[src/rtl/cmt_pkg.sv]
`timescale 1ns/1ps
package cmt_pkg;
   localparam int BUS_W = 32;
   localparam int OFS_W = 8;
   localparam int BE_W  = BUS_W / 8;

   // Register offsets (byte addresses)
   localparam logic [OFS_W-1:0] OFS_CMP   = 8'h00;
   localparam logic [OFS_W-1:0] OFS_CNT   = 8'h04;
   localparam logic [OFS_W-1:0] OFS_CTL   = 8'h08;
   localparam logic [OFS_W-1:0] OFS_STAT  = 8'h0C;
   localparam logic [OFS_W-1:0] OFS_START = 8'h10;
   localparam logic [OFS_W-1:0] OFS_STOP  = 8'h14;

   localparam int CTL_MODE_BIT = 1;

   typedef enum logic {
      MODE_INTERVAL = 1'b0,
      MODE_FREERUN  = 1'b1
   } cmt_mode_e;
endpackage

[src/rtl/cmt_regif.sv]
`timescale 1ns/1ps
module cmt_regif
   import cmt_pkg::*;
#(
   parameter int CNT_W = 32
) (
   input  logic                  clk,
   input  logic                  rst_n,
   input  logic                  bus_req,
   input  logic                  bus_we,
   input  logic [OFS_W-1:0]      bus_addr,
   input  logic [BE_W-1:0]       bus_be,
   input  logic [BUS_W-1:0]      bus_wdata,
   input  logic [CNT_W-1:0]      cnt_val,
   input  logic                  run_stat,
   output logic [BUS_W-1:0]      bus_rdata,
   output logic                  bus_rvalid,
   output logic [CNT_W-1:0]      cmp_sw,
   output cmt_mode_e             mode_sw,
   output logic                  start_req,
   output logic                  stop_req
);
   localparam logic [BUS_W-1:0] CMP_MASK = BUS_W'((64'd1 << CNT_W) - 64'd1);

   logic [BUS_W-1:0] cmp_q;
   cmt_mode_e        mode_q;
   logic [BUS_W-1:0] rd_mux;
   logic             wr_any;
   logic             cmp_wr;
   logic             ctl_wr;

   assign wr_any    = bus_req && bus_we;
   assign cmp_wr    = wr_any && (bus_addr == OFS_CMP);
   assign ctl_wr    = wr_any && (bus_addr == OFS_CTL) && bus_be[0];
   assign start_req = wr_any && (bus_addr == OFS_START) && bus_be[0] && bus_wdata[0];
   assign stop_req  = wr_any && (bus_addr == OFS_STOP)  && bus_be[0] && bus_wdata[0];

   // Compare register, per-byte write enables
   always_ff @(posedge clk) begin
      if (!rst_n) begin
         cmp_q <= '0;
      end else if (cmp_wr) begin
         for (int b = 0; b < BE_W; b++) begin
            if (bus_be[b]) cmp_q[8*b +: 8] <= bus_wdata[8*b +: 8] & CMP_MASK[8*b +: 8];
         end
      end
   end

   always_ff @(posedge clk) begin
      if (!rst_n)      mode_q <= MODE_INTERVAL;
      else if (ctl_wr) mode_q <= cmt_mode_e'(bus_wdata[CTL_MODE_BIT]);
   end

   assign cmp_sw  = cmp_q[CNT_W-1:0];
   assign mode_sw = mode_q;

   always_comb begin
      rd_mux = '0;
      case (bus_addr)
         OFS_CMP:  rd_mux = cmp_q;
         OFS_CNT:  rd_mux[CNT_W-1:0] = cnt_val;
         OFS_CTL:  rd_mux[CTL_MODE_BIT] = mode_q;
         OFS_STAT: rd_mux[0] = run_stat;
         default:  rd_mux = '0;
      endcase
   end

   always_ff @(posedge clk) begin
      if (!rst_n) begin
         bus_rdata  <= '0;
         bus_rvalid <= 1'b0;
      end else begin
         bus_rvalid <= bus_req && !bus_we;
         if (bus_req && !bus_we) bus_rdata <= rd_mux;
      end
   end
endmodule

[src/rtl/cmt_core.sv]
`timescale 1ns/1ps
module cmt_core
   import cmt_pkg::*;
#(
   parameter int CNT_W    = 32,
   parameter int STOP_LAT = 2
) (
   input  logic             clk,
   input  logic             rst_n,
   input  logic             start_req,
   input  logic             stop_req,
   input  logic [CNT_W-1:0] cmp_sw,
   input  cmt_mode_e        mode_sw,
   output logic [CNT_W-1:0] cnt_q,
   output logic             run_q,
   output logic             match,
   output logic [CNT_W-1:0] cmp_act,
   output cmt_mode_e        mode_act
);
   logic [STOP_LAT-1:0] stop_pipe;
   logic                halt_now;

   // Stop delay line: a variant per latency
   if (STOP_LAT == 1) begin : g_stop_one
      always_ff @(posedge clk) begin
         if (!rst_n || start_req || halt_now) stop_pipe <= '0;
         else if (run_q)                      stop_pipe <= stop_req;
      end
   end else begin : g_stop_multi
      always_ff @(posedge clk) begin
         if (!rst_n || start_req || halt_now) stop_pipe <= '0;
         else if (run_q)                      stop_pipe <= {stop_pipe[STOP_LAT-2:0], stop_req};
      end
   end

   assign halt_now = stop_pipe[STOP_LAT-1];
   assign match    = run_q && (cnt_q == cmp_act);

   always_ff @(posedge clk) begin
      if (!rst_n) begin
         cnt_q    <= '0;
         run_q    <= 1'b0;
         cmp_act  <= '0;
         mode_act <= MODE_INTERVAL;
      end else if (start_req) begin
         cnt_q    <= '0;
         run_q    <= 1'b1;
         cmp_act  <= cmp_sw;
         mode_act <= mode_sw;
      end else if (run_q) begin
         if (halt_now) begin
            run_q <= 1'b0;
         end else if ((mode_act == MODE_INTERVAL) && (cnt_q == cmp_act)) begin
            cnt_q <= '0;
         end else begin
            cnt_q <= cnt_q + CNT_W'(1);
         end
      end
   end
endmodule

[src/rtl/cmt_irq.sv]
`timescale 1ns/1ps
module cmt_irq (
   input  logic clk,
   input  logic rst_n,
   input  logic match,
   output logic irq
);
   always_ff @(posedge clk) begin
      if (!rst_n) irq <= 1'b0;
      else        irq <= match;
   end
endmodule

[src/rtl/cmp_timer_chan.sv]
`timescale 1ns/1ps
module cmp_timer_chan #(
   parameter int CNT_W    = 32,
   parameter int STOP_LAT = 2
) (
   input  logic        clk,
   input  logic        rst_n,
   input  logic        bus_req,
   input  logic        bus_we,
   input  logic [7:0]  bus_addr,
   input  logic [3:0]  bus_be,
   input  logic [31:0] bus_wdata,
   output logic [31:0] bus_rdata,
   output logic        bus_rvalid,
   output logic        irq
);
   import cmt_pkg::*;

   if (CNT_W < 8 || CNT_W > BUS_W) begin : g_bad_cnt_w
      initial $fatal(1, "cmp_timer_chan: CNT_W must lie in 8..32");
   end
   if (STOP_LAT < 1 || STOP_LAT > 8) begin : g_bad_stop_lat
      initial $fatal(1, "cmp_timer_chan: STOP_LAT must lie in 1..8");
   end

   logic [CNT_W-1:0] cmp_sw;
   cmt_mode_e        mode_sw;
   logic             start_req;
   logic             stop_req;
   logic [CNT_W-1:0] cnt_q;
   logic             run_q;
   logic             match;
   logic [CNT_W-1:0] cmp_act;
   cmt_mode_e        mode_act;

   cmt_regif #(.CNT_W(CNT_W)) u_regif (
      .clk       (clk),
      .rst_n     (rst_n),
      .bus_req   (bus_req),
      .bus_we    (bus_we),
      .bus_addr  (bus_addr),
      .bus_be    (bus_be),
      .bus_wdata (bus_wdata),
      .cnt_val   (cnt_q),
      .run_stat  (run_q),
      .bus_rdata (bus_rdata),
      .bus_rvalid(bus_rvalid),
      .cmp_sw    (cmp_sw),
      .mode_sw   (mode_sw),
      .start_req (start_req),
      .stop_req  (stop_req)
   );

   cmt_core #(.CNT_W(CNT_W), .STOP_LAT(STOP_LAT)) u_core (
      .clk      (clk),
      .rst_n    (rst_n),
      .start_req(start_req),
      .stop_req (stop_req),
      .cmp_sw   (cmp_sw),
      .mode_sw  (mode_sw),
      .cnt_q    (cnt_q),
      .run_q    (run_q),
      .match    (match),
      .cmp_act  (cmp_act),
      .mode_act (mode_act)
   );

   cmt_irq u_irq (
      .clk  (clk),
      .rst_n(rst_n),
      .match(match),
      .irq  (irq)
   );
endmodule

[config.mk]
export PLATFORM = sky130hd
export DESIGN_NAME = cmp_timer_chan
export DESIGN_NICKNAME = d
export VERILOG_FILES = /design/src/rtl/cmt_pkg.sv /design/src/rtl/cmt_regif.sv /design/src/rtl/cmt_core.sv /design/src/rtl/cmt_irq.sv /design/src/rtl/cmp_timer_chan.sv
export SDC_FILE = /design/constraint.sdc
export NUM_CORES = 1
export LEC_CHECK = 0
export BUFFER_PORTS_ARGS = -buffer_cell sky130_fd_sc_hd__buf_2
export CAP_MARGIN = 25
export CORE_UTILIZATION = 35
export DETAILED_ROUTE_END_ITERATION = 10
export PLACE_DENSITY = 0.61
export SLEW_MARGIN = 40
export SYNTH_ARGS = -nofsm -noshare
export SYNTH_HDL_FRONTEND = slang
export SYNTH_SLANG_ARGS = --single-unit
[constraint.sdc]
create_clock -name clk -period 2.5 [get_ports clk]
set_clock_uncertainty 0.05 [all_clocks]
set_input_delay 0.125 -clock clk [delete_from_list [all_inputs] [get_ports clk]]
set_output_delay 0.125 -clock clk [all_outputs]
set_load 0.05 [all_outputs]
After elaboration in Yosys (flattened, before gate mapping)
Index checks and enable logic that the tools add are counted.

Equality and inequality tests: 6. Add/sub/neg operators: 1. Bitwise logic cells: 3. Muxes and demuxes: 7. Reductions and logical operators: 24.

Operator list (number): 30-bit case mux with 2 select lines (1); 32-bit by 1-bit adder with 32-bit output (second input constant) (1); 32-bit == test (1); 32-bit 2-to-1 mux (1); 8-bit by 4-bit == test with 1-bit output (second input constant) (2); 8-bit by 5-bit == test with 1-bit output (second input constant) (2); 1-bit logical AND (13); 2-bit AND reduction (5); 8-bit by 3-bit == test with 1-bit output (second input constant) (1); 8-bit zero test (1); 1-bit case mux with 3 select lines (2); 1-bit 2-to-1 mux (3); 1-bit NOT (3); 1-bit zero test (2); 1-bit logical OR (2); 2-bit OR reduction (1).

Output and inout port bits: 34. Register bits: 135. Input port bits: 48.

Longest topological paths before layout
Gate-level depths: netlist of run 1.

Depth in word-level cells: 6. Depth in mapped cells: 8.

By module
Synthesis of run 1 repeated with hierarchy kept, for this count alone.

Cells, all modules: 598. Area total of the unflattened synthesis: 6080.8 um^2.

Modules (own cells, without submodules): cmt_core (sequential area each 1361.3 um^2, cells an instance 320, area each 3148.0 um^2, times used 1); cmt_regif (sequential area each 1321.3 um^2, cells an instance 276, area each 2906.5 um^2, times used 1); cmt_irq (sequential area each 20.0 um^2, cells an instance 2, area each 26.3 um^2, times used 1).

Worst setup path after synthesis of run 1
No wires, ideal clock.

Kind: register to register. Start point: reg u_core.cnt_q[16]. End point: reg u_core.cnt_q[0]. Required time: 2333 ps. Setup slack: 628 ps. Cell stages (with the launch flop): 8. Arrival time: 1705 ps. Period minus slack after synthesis: 1872 ps. Cell sequence: dfxtp_1 clkbuf_1 xor2_1 nor4_1 nand4_1 o31ai_1 buf_2 nor2_1.

Cells in the longest elaborated chain, start to end: 3.

Ends and longest elaborated chain: start: declaration (line cmt_core.sv:14) `output logic [CNT_W-1:0] cnt_q,`; start signal: assignment (line cmt_core.sv:56) `cnt_q <= cnt_q + CNT_W'(1);`; 32-bit == test (line cmt_core.sv:53) `end else if ((mode_act == MODE_INTERVAL) && (cnt_q == cmp_act)) begin`; 1-bit logical AND (line cmt_core.sv:53); 32-bit 2-to-1 mux (line cmt_core.sv:53).

Every way passes these cells. A chain may end at the register's enable or synchronous reset.

Final worst setup path of run 1
Start point: reg u_core.cnt_q[25]. End point: reg u_core.cnt_q[15].

The elaborated chain is that of the path after synthesis.

==> results.ini, run 1 <==
[route]
routed_wl_um=15400
wl_met3_um=1010
routed.top_layer=met4
drtPass1Iterations=4
drtIter0Drc=348
routedWlPerCell_um=14.8
vias=5180
met1_length_um=7380
antenna_left=0
vias_per_cell=5.00
drc=0
met2_length_um=6840

[pwr]
power_frac_seq_pct=45.0
p_int_mw=3.73
power.switching_mw=1.14
swShare_pct=23.4
p_clk_share_pct=48.0
pwr-share-comb_pct=7.0
irDropWorstVdd_mv=0.446
leakagePower_nw=2.98
p_per_area_nw_per_um2=654

[yosys]
synthFlopType=dfxtp_1
ys_seq_elements=135
syn_nets=729
postSynthCellCount=680
netlist.area_leader.share_pct=47.4
async_reset_ff_share_pct=0
yosys-top-cells-area=dfxtp_1, nand2_1, xor2_1
syn_area_um2=5700
ys_seq_area_share_pct=47.4
synth_cell_types=41
synth_enable_flop_cells=0
synth_largest_area_cell=dfxtp_1
syn-mean-instance-area_um2=8.39
ys.warnings.count=0

[global_routing]
grt_pass1_wl_um=25200
grt_antenna_before_repair=0
gr-total-overflow=0
grt_use_total_pct=19.6
grt_max_degree=71
grt_pass1_vias=4923

[sta]
finalSetupViolCount=0
slew_headroom_pct=48.4
hold_viol=0
tightest_slew_ns=0.775
hold_ws_ns=0.00136
period_minus_slack_ns=2.19
final_max_slew_viol_count=0
max_freq_mhz=457
period_share_pct=87.5
rsz0062_at_grt=false
fin_setup_tns_ns=0

[place]
port_buffers=81
place_inst=964
dp_hpwl_um=10200
routabilityCongestion=0.800

[outcome]
status=completed

[cts]
clkSinkCount=135
htree_levels=4
cts_buffers=17
insertion_delay_ns=0.43
clockRootBuffer=clkbuf_16
path_clk_slew_ns=0.06
cts_tree=built
clock_path_buffers=2

[setup_path]
required_ns=2.77
cp-end-kind=register
worstPathArrival_ns=2.46
path_class=register to register
crit_fanout=19
start_kind=register

[layout]
nFillCells=1605
stdcell_count=1036
num_antenna_cells=0
final_layout_size_suffix_gt1_share_pct=19.1
nNetsFinal=856
area_delta_synth_final_pct=30.7
final_core_util_pct=46.9

[flow_run]
drv_cap=0

[die]
rows=46
coreArea_um2=15900
die_width_um=130
io_pins=82
die_area_um2=16800
initial_core_util_pct=35.9
die_h_um=130

[worst_hold_path]
hold_path.class=input port to register

==> power groups by stage <==
stage,sequential (mW),clock [mW],combinational [mW]
finish,2.19,2.34,0.342
detailed placement,2.24,0,0.304
global placement,2.24,0,0.304
floorplan,2.34,0,0.0977
global route,2.20,2.48,0.368
CTS,2.19,2.38,0.343
==> timing repair <==
| item | in CTS | in global routing |
|---|---|---|
| hold buffers | 40 | 0 |
| endpoints found under the setup margin | 0 | 0 |
| buffers inserted | 0 | 0 |
| endpoints found under the hold margin | 33 | 0 |
| resized for setup | 0 | 0 |
==> worst paths after layout <==
path / from / end / slack [ns] / cells after the start
min: bus_be[1] / u_regif.cmp_sw[8] / 0.001 / 3
max reg2reg: u_core.cnt_q[25] / u_core.cnt_q[15] / 0.31 / 6
min reg2reg: u_regif.bus_rdata[0] / u_regif.bus_rdata[0] / 0.41 / 2
max: u_core.cnt_q[25] / u_core.cnt_q[15] / 0.31 / 6
==> stage by stage <==
| stage | power, mW | worst slack [ns] | instance area (um2) |
|---|---|---|---|
| 6_report | 4.88 | 0.312 | 7450 |
| 5_1_grt | 5.04 | 0.0938 | 7450 |
| 4_1_cts | 4.92 | 0.278 | 7450 |
| 3_5_place_dp | 2.54 | 0.280 | 6500 |
| 3_3_place_gp | 2.54 | 0.318 | 6500 |
| 2_1_floorplan | 2.44 | 0.628 | 5700 |
==> synth_stat cells, types with 3 or more instances <==
cell type / n
a221oi_1: 30
nand2b_1: 3
buf_4: 3
and4_1: 3
or3_1: 8
o21ai_0: 38
and3_1: 4
inv_1: 4
xor2_1: 45
nor2_1: 66
nand2_1: 115
dfxtp_1: 135
nor4_1: 9
nand3_1: 45
and2_1: 5
xnor2_1: 11
nand4_1: 8
mux2i_1: 4
clkbuf_1: 32
buf_2: 10
buf_6: 3
nor3_1: 4
a21oi_1: 74
==> cells in the final DEF (no fill, tap or decap), drive strengths merged <==
cell	n
ha	1
xnor2	11
and2	5
buf	116
a221oi	30
or4	1
nor3	5
or3	9
nand4b	1
clkbuf	24
and4	3
nor2b	2
nand2b	3
clkinv	4
mux2i	4
o31ai	1
dfxtp	135
a31oi	1
o21ai	38
nand4	9
nor3b	1
and3	4
nand4bb	2
bufinv	1
xor2	45
inv	5
clkinvlp	3
a2111oi	1
nand3	45
nor2	66
nor4	11
a21oi	76
nor4b	1
dlygate4sd3	40
and4b	1
nand2	115
==> registers in the layout (all words and copies together), names as in the netlist <==
register / count
u_core.cmp_act: 32
u_core.cnt_q: 32
u_core.mode_act: 1
u_core.run_q: 1
u_core.stop_pipe: 2
u_irq.irq: 1
u_regif.bus_rdata: 32
u_regif.bus_rvalid: 1
u_regif.cmp_sw: 32
u_regif.mode_sw: 1
==> kinds of logic after synthesis <==
kind of cell | after synthesis | share of synthesized area [%]
adder cells (fa/ha/maj) | 1 | 0.219
flip-flops | 135 | 47.4
AND/OR/NAND/NOR | 284 | 23.7
multiplexers | 4 | 0.702
XOR/XNOR | 56 | 8.60
AO/OA/AOI/OAI | 147 | 15.1
buffers and inverters | 53 | 4.30
==> final cells by class <==
type | instances | area (um2) | share of cell area (%)
multi-input cells | 492 | 2780 | 37.3
flip-flops and latches | 135 | 2700 | 36.3
repair buffers | 156 | 1130 | 15.2
clock buffers | 24 | 482 | 6.46
well taps | 216 | 270 | 3.63
clock inverters | 8 | 72.6 | 0.973
inverters | 5 | 18.8 | 0.252
==> critical path, cell delays in order, from the launching register on <==
cell and delay, ns:
dfxtp_1 0.36, xor2_1 0.20, nor4_1 0.33, nand4_1 0.21
o31ai_4 0.64, buf_12 0.24, nor2_1 0.06
==> layer usage <==
metal	up-vias	GRT usage, %
met5	-	0
met2	137	30.1
met1	2414	27.3
met3	11	4.50
met4	0	6.16
li1	2618	-
No activity file was read; power rests on OpenSTA's default activity.
==> run 2: changes to the inputs <==
--- a/config.mk
+++ b/config.mk
@@ -7,6 +7,7 @@
 export LEC_CHECK = 0
 export BUFFER_PORTS_ARGS = -buffer_cell sky130_fd_sc_hd__buf_2
 export CAP_MARGIN = 25
+export CORE_ASPECT_RATIO = 0.9
 export CORE_UTILIZATION = 35
 export DETAILED_ROUTE_END_ITERATION = 10
 export PLACE_DENSITY = 0.61
==> results.ini, run 2 (synthesized netlist as in run 1, its figures left out) <==
[outcome]
status=completed  ; unchanged

[setup_path]
rr_worst_depth=6  ; unchanged
crit_fanout=11  ; was 19
required_ns=2.76  ; was 2.77 ns
start_kind=register  ; unchanged
r2r_end=u_core.cnt_q[13]  ; was u_core.cnt_q[15]
crit_chain=xor2_1 -> nor4_1 -> nand4_1 -> o31ai_4 -> buf_4 -> nor2_1  ; was xor2_1 -> nor4_1 -> nand4_1 -> o31ai_4 -> buf_12 -> nor2_1
path_buf_inv=1  ; unchanged
cp-end-kind=register  ; unchanged
path_class=register to register  ; unchanged
r2r-start=u_core.cnt_q[20]  ; was u_core.cnt_q[25]
worstPathArrival_ns=2.37  ; was 2.46 ns
cp.depth=6  ; unchanged
cpLargestDelayFamily=simple AND/OR/NAND/NOR gates  ; was compound AO/OA/AOI/OAI gates
regToRegSetupSlack_ns=0.39  ; was 0.31 ns
cp_slowest_cell=o31ai_4  ; unchanged
critPathMaxStageDelay_ns=0.49  ; was 0.64 ns
endpoint=u_core.cnt_q[13]  ; was u_core.cnt_q[15]
cp-startpoint=u_core.cnt_q[20]  ; was u_core.cnt_q[25]

[sta]
fin_setup_tns_ns=0  ; unchanged
rsz0062_at_grt=false  ; unchanged
period_minus_slack_ns=2.11  ; was 2.19 ns
slew_headroom_pct=49.2  ; was 48.4%
max_freq_mhz=475  ; was 457 MHz
tightest_slew_ns=0.763  ; was 0.775 ns
finalSetupViolCount=0  ; unchanged
setup_ws_ns=0.394  ; was 0.312 ns
period_share_pct=84.2  ; was 87.5%
final_max_slew_viol_count=0  ; unchanged
hold_viol=0  ; unchanged

[layout]
area_delta_synth_final_pct=30.9  ; was 30.7%
final_layout_size_suffix_gt1_share_pct=18.0  ; was 19.1%
nNetsFinal=852  ; was 856
num_antenna_cells=0  ; unchanged
fin_area_um2=7470  ; was 7450 um2
nFillCells=1509  ; was 1,605
layout_common_cells=dfxtp_1, nand2_1, buf_2  ; unchanged
mostFrequentLayoutCell=dfxtp_1  ; unchanged
multi_input_area_um2=2780  ; unchanged
seqCellArea_um2=2700  ; unchanged

[die]
io_pins=82  ; unchanged
initial_core_util_pct=36.4  ; was 35.9%
die_width_um=137  ; was 130 um
die_h_um=123  ; was 130 um
coreArea_um2=15700  ; was 15,900 um2
die_area_um2=16800  ; about the same
rows=43  ; was 46

[cts]
clockRootBuffer=clkbuf_16  ; unchanged
cts_buffers=17  ; unchanged
ctsResizeCount=0  ; unchanged
clkSinkCount=135  ; unchanged
cts-hold-fix-buffers=49  ; was 40
cts_setup_buffers=0  ; unchanged
clock_path_buffers=2  ; unchanged
cts_tree=built  ; unchanged
path_clk_slew_ns=0.06  ; about the same
htree_levels=4  ; unchanged
insertion_delay_ns=0.42  ; was 0.43 ns

[pwr]
swShare_pct=23.3  ; was 23.4%
power_frac_seq_pct=42.7  ; was 45.0%
p_clk_share_pct=50.6  ; was 48.0%
p_total_mw=5.14  ; was 4.88 mW
irDropWorstVdd_mv=0.530  ; was 0.446 mV
power.switching_mw=1.20  ; was 1.14 mW
pwr-share-comb_pct=6.7  ; was 7.0%
p_int_mw=3.94  ; was 3.73 mW
p_per_area_nw_per_um2=688  ; was 654 nW/um2
leakagePower_nw=2.94  ; was 2.98 nW

[route]
drtPass1Iterations=4  ; unchanged
routed_wl_um=15800  ; was 15,400 um
drc=0  ; unchanged
antenna_left=0  ; unchanged
vias_per_cell=5.13  ; was 5.00
routedWlPerCell_um=15.5  ; was 14.8 um
vias=5218  ; was 5,180
drtIter0Drc=355  ; was 348

[place]
post-place-ws_ns=0.396  ; was 0.280 ns
place_area_um2=6360  ; was 6500 um2
port_buffers=81  ; unchanged
dp_hpwl_um=10300  ; was 10,200 um
routabilityCongestion=0.783  ; was 0.800

[global_routing]
gr-total-overflow=0  ; unchanged
grt_antenna_before_repair=0  ; unchanged
grt_use_total_pct=19.9  ; was 19.6%
grt_max_degree=71  ; unchanged
grt_pass1_vias=4876  ; was 4,923
grt_pass1_wl_um=25400  ; was 25,200 um

[flow_run]
drv_cap=0  ; unchanged

[worst_hold_path]
hold_path.class=input port to register  ; unchanged

[run 2: cell count changes in the layout (fill, tap and decap cells not counted), sizes merged]
| cell | previous run | this run |
|---|---|---|
| inv | 5 | 6 |
| clkinv | 4 | 2 |
| buf | 116 | 103 |
| clkbuf | 24 | 21 |
| dlygate4sd3 | 40 | 49 |
| clkinvlp | 3 | 5 |
| bufinv | 1 | 3 |
[run 2: metrics by stage]
step | instances | hold WS [ns] | util [%]
2_1_floorplan | 680 | 0.201 | -
3_3_place_gp | 937 | 0.336 | 40.6
3_5_place_dp | 937 | 0.338 | 40.6
4_1_cts | 1018 | 0.00313 | 47.7
5_1_grt | 1018 | 0.0204 | 47.7
6_report | 1018 | 0.00970 | 47.7
[run 2: area by class of cell]
| cell class | count | area share [%] |
|---|---|---|
| Multi-Input combinational cell | 492 | 37.2 |
| Clock inverter | 11 | 1.96 |
| Tap cell | 202 | 3.38 |
| Timing Repair Buffer | 152 | 14.7 |
| Sequential cell | 135 | 36.2 |
| Clock buffer | 21 | 6.30 |
| Inverter | 5 | 0.251 |
[run 2: power groups by stage]
| stage | Combinational [mW] | Clock, mW | Sequential, mW |
|---|---|---|---|
| floorplan | 0.0977 | 0 | 2.34 |
| global placement | 0.305 | 0 | 2.24 |
| detailed placement | 0.305 | 0 | 2.24 |
| CTS | 0.345 | 2.64 | 2.19 |
| global route | 0.369 | 2.73 | 2.20 |
| finish | 0.344 | 2.60 | 2.19 |
[run 2: how the worst min path moves through the flow]
stage,start,depth (start not counted),slack [ns],end
after global placement,bus_wdata[14],3,0.34,u_regif.cmp_sw[14]
after CTS,bus_be[2],3,0.003,u_regif.cmp_sw[16]
after global routing,bus_be[0],3,0.02,u_regif.cmp_sw[0]
after detailed placement,bus_wdata[14],3,0.34,u_regif.cmp_sw[14]
after floorplan,rst_n,2,0.20,u_irq.irq
final,bus_be[2],3,0.01,u_regif.cmp_sw[16]
[run 2: tightest hold or removal path, stage by stage]
cell and delay, ns:
buf_2 0.16, nand3_1 0.10, a21oi_1 0.05
[run 2: layer usage]
layer	part of all wire, %	routed length [um]	track usage [%]
met1	50	7890	27.8
met2	44	6950	30.3
met3	5.1	805	4.59
met4	0.78	123	5.69
met5	0	0	0
